--- config.mk ---
export PLATFORM = sky130hd
export DESIGN_NAME = ext_irq_sense
export DESIGN_NICKNAME = d
export VERILOG_FILES = /design/src/rtl/irq_sense_pkg.sv /design/src/rtl/irq_sense_ctrl_reg.sv /design/src/rtl/irq_pin_sync.sv /design/src/rtl/irq_edge_detect.sv /design/src/rtl/ext_irq_sense.sv
export SDC_FILE = /design/constraint.sdc
export NUM_CORES = 1
export LEC_CHECK = 0
export BUFFER_PORTS_ARGS = -buffer_cell sky130_fd_sc_hd__buf_2
export CAP_MARGIN = 40
export CELL_PAD_IN_SITES_DETAIL_PLACEMENT = 0
export CELL_PAD_IN_SITES_GLOBAL_PLACEMENT = 2
export CORE_MARGIN = 5
export CORE_UTILIZATION = 25
export CTS_CLUSTER_SIZE = 14
export DETAILED_ROUTE_END_ITERATION = 8
export GPL_TIMING_DRIVEN = 0
export MAX_ROUTING_LAYER = met4
export PLACE_DENSITY_LB_ADDON = 0.1
export SYNTH_ARGS = -nofsm -noshare
export SYNTH_HDL_FRONTEND = slang
export SYNTH_HIERARCHICAL = 1
export SYNTH_SLANG_ARGS = --single-unit
--- constraint.sdc ---
create_clock -name clk -period 2.5 [get_ports clk]
set_input_delay 0.5 -clock clk [delete_from_list [all_inputs] [get_ports clk]]
set_output_delay 0.5 -clock clk [all_outputs]
set_load 0.1 [all_outputs]
--- src/rtl/irq_sense_pkg.sv ---
// Package: shared types for the external interrupt sense controller.
// Assumes a two-bit sense field per channel.
package irq_sense_pkg;

    localparam int SENSE_W = 2;

    // Sense field encoding; the code values are visible to software.
    typedef enum logic [SENSE_W-1:0] {
        SENSE_LOW  = 2'b00,
        SENSE_ANY  = 2'b01,
        SENSE_FALL = 2'b10,
        SENSE_RISE = 2'b11
    } sense_e;

endpackage

--- src/rtl/irq_sense_ctrl_reg.sv ---
// Module: control byte holding one sense field per channel.
// Assumes REG_W >= NUM_CH*SENSE_W; the bits above the fields are reserved,
// are not stored and read as zero.
module irq_sense_ctrl_reg
    import irq_sense_pkg::*;
#(
    parameter int NUM_CH = 2,
    parameter int REG_W  = 8
) (
    input  logic                            clk,
    input  logic                            rst_n,
    input  logic                            wr_en,
    input  logic [REG_W-1:0]                wr_data,
    output logic [REG_W-1:0]                rd_data,
    output logic [NUM_CH-1:0][SENSE_W-1:0]  mode_o
);
    localparam int USED_W = NUM_CH * SENSE_W;
    localparam int RSV_W  = REG_W - USED_W;

    logic [USED_W-1:0] fields_q;
    logic              unused_rsv;

    // Store the sense fields; reserved bits are dropped.
    always_ff @(posedge clk) begin
        if (!rst_n) begin
            fields_q <= '0;
        end else if (wr_en) begin
            fields_q <= wr_data[USED_W-1:0];
        end
    end

    // Read path: fields in the low bits, zeros above.
    generate
        if (RSV_W > 0) begin : g_rsv
            assign rd_data    = {{RSV_W{1'b0}}, fields_q};
            assign unused_rsv = ^wr_data[REG_W-1:USED_W];
        end else begin : g_full
            assign rd_data    = fields_q;
            assign unused_rsv = 1'b0;
        end
    endgenerate

    // Split the packed fields per channel.
    genvar gi;
    generate
        for (gi = 0; gi < NUM_CH; gi++) begin : g_split
            assign mode_o[gi] = fields_q[gi*SENSE_W +: SENSE_W];
        end
    endgenerate

endmodule

--- src/rtl/irq_pin_sync.sv ---
// Module: multi-stage synchronizer for one asynchronous pin, followed by a
// previous-sample register used for edge detection.
// Assumes STAGES >= 2; the pin idles at RST_VAL, which the chain resets to.
module irq_pin_sync #(
    parameter int   STAGES  = 2,
    parameter logic RST_VAL = 1'b1
) (
    input  logic clk,
    input  logic rst_n,
    input  logic pin_i,
    output logic cur_o,
    output logic prev_o
);
    logic [STAGES-1:0] chain_q;
    logic              prev_q;

    // Shift the raw pin through the synchronizer chain.
    always_ff @(posedge clk) begin
        if (!rst_n) begin
            chain_q <= {STAGES{RST_VAL}};
        end else begin
            chain_q <= {chain_q[STAGES-2:0], pin_i};
        end
    end

    // Hold the last synchronized sample; it is not touched by mode changes.
    always_ff @(posedge clk) begin
        if (!rst_n) begin
            prev_q <= RST_VAL;
        end else begin
            prev_q <= chain_q[STAGES-1];
        end
    end

    assign cur_o  = chain_q[STAGES-1];
    assign prev_o = prev_q;

endmodule

--- src/rtl/irq_edge_detect.sv ---
// Module: per-channel condition detector with a sticky pending flag.
// Assumes cur_i/prev_i are synchronized samples one cycle apart.
module irq_edge_detect
    import irq_sense_pkg::*;
(
    input  logic               clk,
    input  logic               rst_n,
    input  logic [SENSE_W-1:0] mode_i,
    input  logic               cur_i,
    input  logic               prev_i,
    input  logic               ack_i,
    input  logic               clr_i,
    output logic               pend_o,
    output logic               req_o
);
    sense_e mode;
    logic   rise;
    logic   fall;
    logic   hit;
    logic   level;
    logic   pend_q;

    assign mode = sense_e'(mode_i);
    assign rise = cur_i & ~prev_i;
    assign fall = ~cur_i & prev_i;

    // Decode which sampled event the selected mode reacts to.
    always_comb begin
        hit   = 1'b0;
        level = 1'b0;
        unique case (mode)
            SENSE_LOW:  level = ~cur_i;
            SENSE_ANY:  hit   = rise | fall;
            SENSE_FALL: hit   = fall;
            SENSE_RISE: hit   = rise;
            default:    hit   = 1'b0;
        endcase
    end

    // Sticky pending flag: a new event wins over a clear on the same edge.
    always_ff @(posedge clk) begin
        if (!rst_n) begin
            pend_q <= 1'b0;
        end else if (hit) begin
            pend_q <= 1'b1;
        end else if (ack_i || clr_i) begin
            pend_q <= 1'b0;
        end
    end

    assign pend_o = pend_q;
    assign req_o  = pend_q | level;

endmodule

--- src/rtl/ext_irq_sense.sv ---
// Module: top of the dual external interrupt sense controller.
// Each channel: synchronizer -> detector; request gated by mask and global
// enable. Assumes synchronous active-low reset and idle-high pins.
module ext_irq_sense
    import irq_sense_pkg::*;
#(
    parameter int NUM_CH      = 2,
    parameter int REG_W       = 8,
    parameter int SYNC_STAGES = 2
) (
    input  logic              clk,
    input  logic              rst_n,
    input  logic              reg_we,
    input  logic [REG_W-1:0]  reg_wdata,
    output logic [REG_W-1:0]  reg_rdata,
    input  logic [NUM_CH-1:0] pin_i,
    input  logic              global_en,
    input  logic [NUM_CH-1:0] mask_i,
    input  logic [NUM_CH-1:0] ack_i,
    input  logic [NUM_CH-1:0] clr_i,
    output logic [NUM_CH-1:0] irq_o
);
    logic [NUM_CH-1:0][SENSE_W-1:0] mode;
    logic [NUM_CH-1:0]              cur_s;
    logic [NUM_CH-1:0]              prev_s;
    logic [NUM_CH-1:0]              pend_q;
    logic [NUM_CH-1:0]              req;

    irq_sense_ctrl_reg #(
        .NUM_CH (NUM_CH),
        .REG_W  (REG_W)
    ) ctrl_i (
        .clk     (clk),
        .rst_n   (rst_n),
        .wr_en   (reg_we),
        .wr_data (reg_wdata),
        .rd_data (reg_rdata),
        .mode_o  (mode)
    );

    genvar gc;
    generate
        for (gc = 0; gc < NUM_CH; gc++) begin : g_ch
            irq_pin_sync #(
                .STAGES  (SYNC_STAGES),
                .RST_VAL (1'b1)
            ) sync_i (
                .clk    (clk),
                .rst_n  (rst_n),
                .pin_i  (pin_i[gc]),
                .cur_o  (cur_s[gc]),
                .prev_o (prev_s[gc])
            );

            irq_edge_detect det_i (
                .clk    (clk),
                .rst_n  (rst_n),
                .mode_i (mode[gc]),
                .cur_i  (cur_s[gc]),
                .prev_i (prev_s[gc]),
                .ack_i  (ack_i[gc]),
                .clr_i  (clr_i[gc]),
                .pend_o (pend_q[gc]),
                .req_o  (req[gc])
            );

            // Gate the request with the channel mask and global enable.
            assign irq_o[gc] = req[gc] & mask_i[gc] & global_en;
        end
    endgenerate

endmodule

==> flow_summary.toml <==
[synth]
synth-main-ff-cell = "sky130_fd_sc_hd__dfxtp_1"
synth_top_area_frac = 0.405
synthSimpleGateAreaFrac = 0.236
synth_top_cell_by_area = "sky130_fd_sc_hd__dfxtp_1"
synth_most_common_cell = "sky130_fd_sc_hd__dfxtp_1"
yosys.cell_types.count = 18
yosys.area_share.xor_xnor = 0
synth_top_family_by_area = "simple AND/OR/NAND/NOR gates"
synth-warning-count = 6
average_instance_area_after_synthesis_um2 = 9.27
ffs_w_async_s_r_synth = 0
synth_enable_flop_cells = 0
adder_and_majority_cell_fraction_of_the_synthesized_area = 0.0844
muxShareOfSynthArea = 0.0675
most_numerous_cell_types_in_the_synthesized_netlist = "12 x sky130_fd_sc_hd__dfxtp_1, 8 x sky130_fd_sc_hd__buf_4, 6 x sky130_fd_sc_hd__nand2b_1"
yosysSeqAreaShare = 0.405
synth.ff_latch_count = 12
synth-compound-area-share = 0.0549
synth.top_cells.by_area = "sky130_fd_sc_hd__dfxtp_1 41%, sky130_fd_sc_hd__buf_4 10%, sky130_fd_sc_hd__ha_1 8.4%"
netlist_area_um2 = 593
syn_inst = 64

[global_route]
grtUsageTotal = 0.0819
via_count_of_the_first_global_routing_pass = 495
grt_max_degree = 17
grt_first_pass_wirelength_um = 2070
initial_antenna_violation_count = 0
overflow = 0

[sta]
setup-violations-final = 0
period_share = 0.799
fmax_ghz = 0.501
final_tns_setup_ps = 0
period_minus_slack_ps = 2000
final-max-slew-violation-count = 0
grt_setup_unrepaired = "false"
skew_ps = 2.66
timing_hold_violations_final = 0
hold_slack_ps = 407

[floorplan]
io_pins = 30
die-area_um2 = 3450
std_cell_rows = 17
chipHeight_um = 58.7
die_width_um = 58.7
initial_core_util = 0.266
placeable_core_region_um2 = 2230

[power]
total_leakage_power_nw = 0.430
power.ir.vdd_worst_v = 0.000304
power-per-cell-area_nw_per_um2 = 600
totalPowerFinal_uw = 465

[cts]
h_tree_levels = 1
clock-sinks = 12
hold_buffers = 0
cts_inserted_buffers = 3
path_clk_slew_ps = 70
tritoncts = "done"
postCtsSetupRepairBufs = 0
clock_path_buffers = 2
cts.repair.resized = 0
worstSkewPairLatency_ps = 270
cts_root_buf = "sky130_fd_sc_hd__clkbuf_4"

[finish]
num-nets-final = 116
final-seq-area_um2 = 240
flow.area_growth_from_synthesis_pct = 30.8
multi_input_comb_area_um2 = 278
layout.cells.non_filler = 119
antenna_cells_inserted = 0
fraction_of_layout_instances_using_a_drive_strength_above_1 = 0.385
fin_util = 0.347
fillCellCount = 250

[worst_setup_path]
r2r_cells = 5
r2r_start = "g_ch[1].sync_i/chain_q[1]"
timing.critical_path.required_ps = 2000
setup.worst_path.end_class = "output port"
worst_path_dominant_cell_family = "simple AND/OR/NAND/NOR gates"
path_max_fanout = 5
timing.critical_path.buf_inv = 1
worst_setup_path_start_kind = "register"
setup.reg_to_reg.worst_slack_ps = 1370
timing.critical_path.arrival_ps = 1500
cell_by_cell_listing_of_the_critical_path = "nor3_1, or2_2, and3_1, buf_2"
cpMaxStageDelayCell = "sky130_fd_sc_hd__buf_2"
r2r-end = "g_ch[1].det_i/pend_o"
critPathMaxStageDelay_ps = 420
setup.worst_path.class = "register to output port"

[placed_design]
gpl.final_weighted_congestion = 0.677
dp_hpwl_um = 905
port-buffer-count = 20
dp.cells = 115

[detailed_routing]
vias = 461
remaining_routing_drc_violations = 0
detailedRoute.firstPassIterationCount = 4
routed_wl_um = 1160
remaining_number_of_nets_flagged_by_the_antenna_check_after_routing = 0
post_drt_wl_per_cell_um = 9.75
drt_iter0_drc = 10
vias_per_cell = 3.87

[job]
cap_viol_max_count = 0

[min_path]
timing.hold.worst_path_depth = 2
min-delay-start = "pin_i[1]"
min-delay-path-class = "input pin to register"
whs_endpoint = "g_ch[1].sync_i/chain_q[0]"

[outcome]
outcome = "finished clean"
-- routing by layer --
metal | vias up | wire length [µm] | track usage
met2 | 24 | 413 | 0.115
li1 | 251 | - | -
met3 | 2 | 153 | 0.0439
met4 | 0 | 10 | 0.0194
met1 | 184 | 584 | 0.103
met5 | - | 0 | -
-- power by group --
part	internal, mW	switching, mW
sequential	0.199	0.00750
combinational	0.0326	0.0761
clock	0.0884	0.0612
-- area by class of cell --
class | instances | share of cell area
clock buffer | 4 | 0.0468
sequential | 12 | 0.310
buffer | 9 | 0.0919
inverter | 4 | 0.0194
tap | 28 | 0.0452
timing repair buffer | 20 | 0.129
multi-input combinational | 42 | 0.358
-- cell families (layout without fill, tap and decap cells) --
family / Yosys count / after routing
fa+ha+maj: 4 / 4
simple gates: 24 / 24
buf+inv: 13 / 37
other cells: 1 / 4
mux: 4 / 4
compound gates: 6 / 6
flops: 12 / 12
-- flip-flops by register name, indices dropped and copies added (netlist names) --
name / count
ctrl_i/mode_o: 4
g_ch.det_i/pend_o: 2
g_ch.sync_i/prev_o: 2
g_ch.sync_i/chain_q: 4
-- layout by cell type, fill, tap and decap left out --
cell type,netlist,layout
sky130_fd_sc_hd__a21oi_1,2,2
sky130_fd_sc_hd__a31oi_1,2,2
sky130_fd_sc_hd__and3_1,2,2
sky130_fd_sc_hd__and4b_1,2,2
sky130_fd_sc_hd__buf_2,0,20
sky130_fd_sc_hd__buf_4,8,8
sky130_fd_sc_hd__buf_6,1,1
sky130_fd_sc_hd__clkbuf_4,0,3
sky130_fd_sc_hd__clkbuf_8,0,1
sky130_fd_sc_hd__conb_1,1,4
sky130_fd_sc_hd__dfxtp_1,12,12
sky130_fd_sc_hd__ha_1,4,4
sky130_fd_sc_hd__inv_1,4,4
sky130_fd_sc_hd__mux2i_1,4,4
sky130_fd_sc_hd__nand2_1,2,2
sky130_fd_sc_hd__nand2b_1,6,6
sky130_fd_sc_hd__nor2_1,4,4
sky130_fd_sc_hd__nor2b_1,4,4
sky130_fd_sc_hd__nor3_1,2,2
sky130_fd_sc_hd__o21ai_1,2,2
sky130_fd_sc_hd__or2_2,2,2
-- through the flow --
step,setup WS (ps),cell area (µm²)
2_1_floorplan,654,604
3_3_place_gp,796,739
3_5_place_dp,788,739
4_1_cts,485,776
5_1_grt,368,776
6_report,503,776
-- worst max-delay path by stage --
stage | start | end | cells past startpoint
after floorplan | g_ch[0].sync_i/chain_q[1] | irq_o[0] | 3
after CTS | ctrl_i/mode_o[0] | irq_o[0] | 4
after global placement | ctrl_i/mode_o[0] | irq_o[0] | 4
after global routing | ctrl_i/mode_o[0] | irq_o[0] | 4
after detailed placement | ctrl_i/mode_o[0] | irq_o[0] | 4
final | ctrl_i/mode_o[0] | irq_o[0] | 4
No activity file was read; power rests on OpenSTA's default activity.
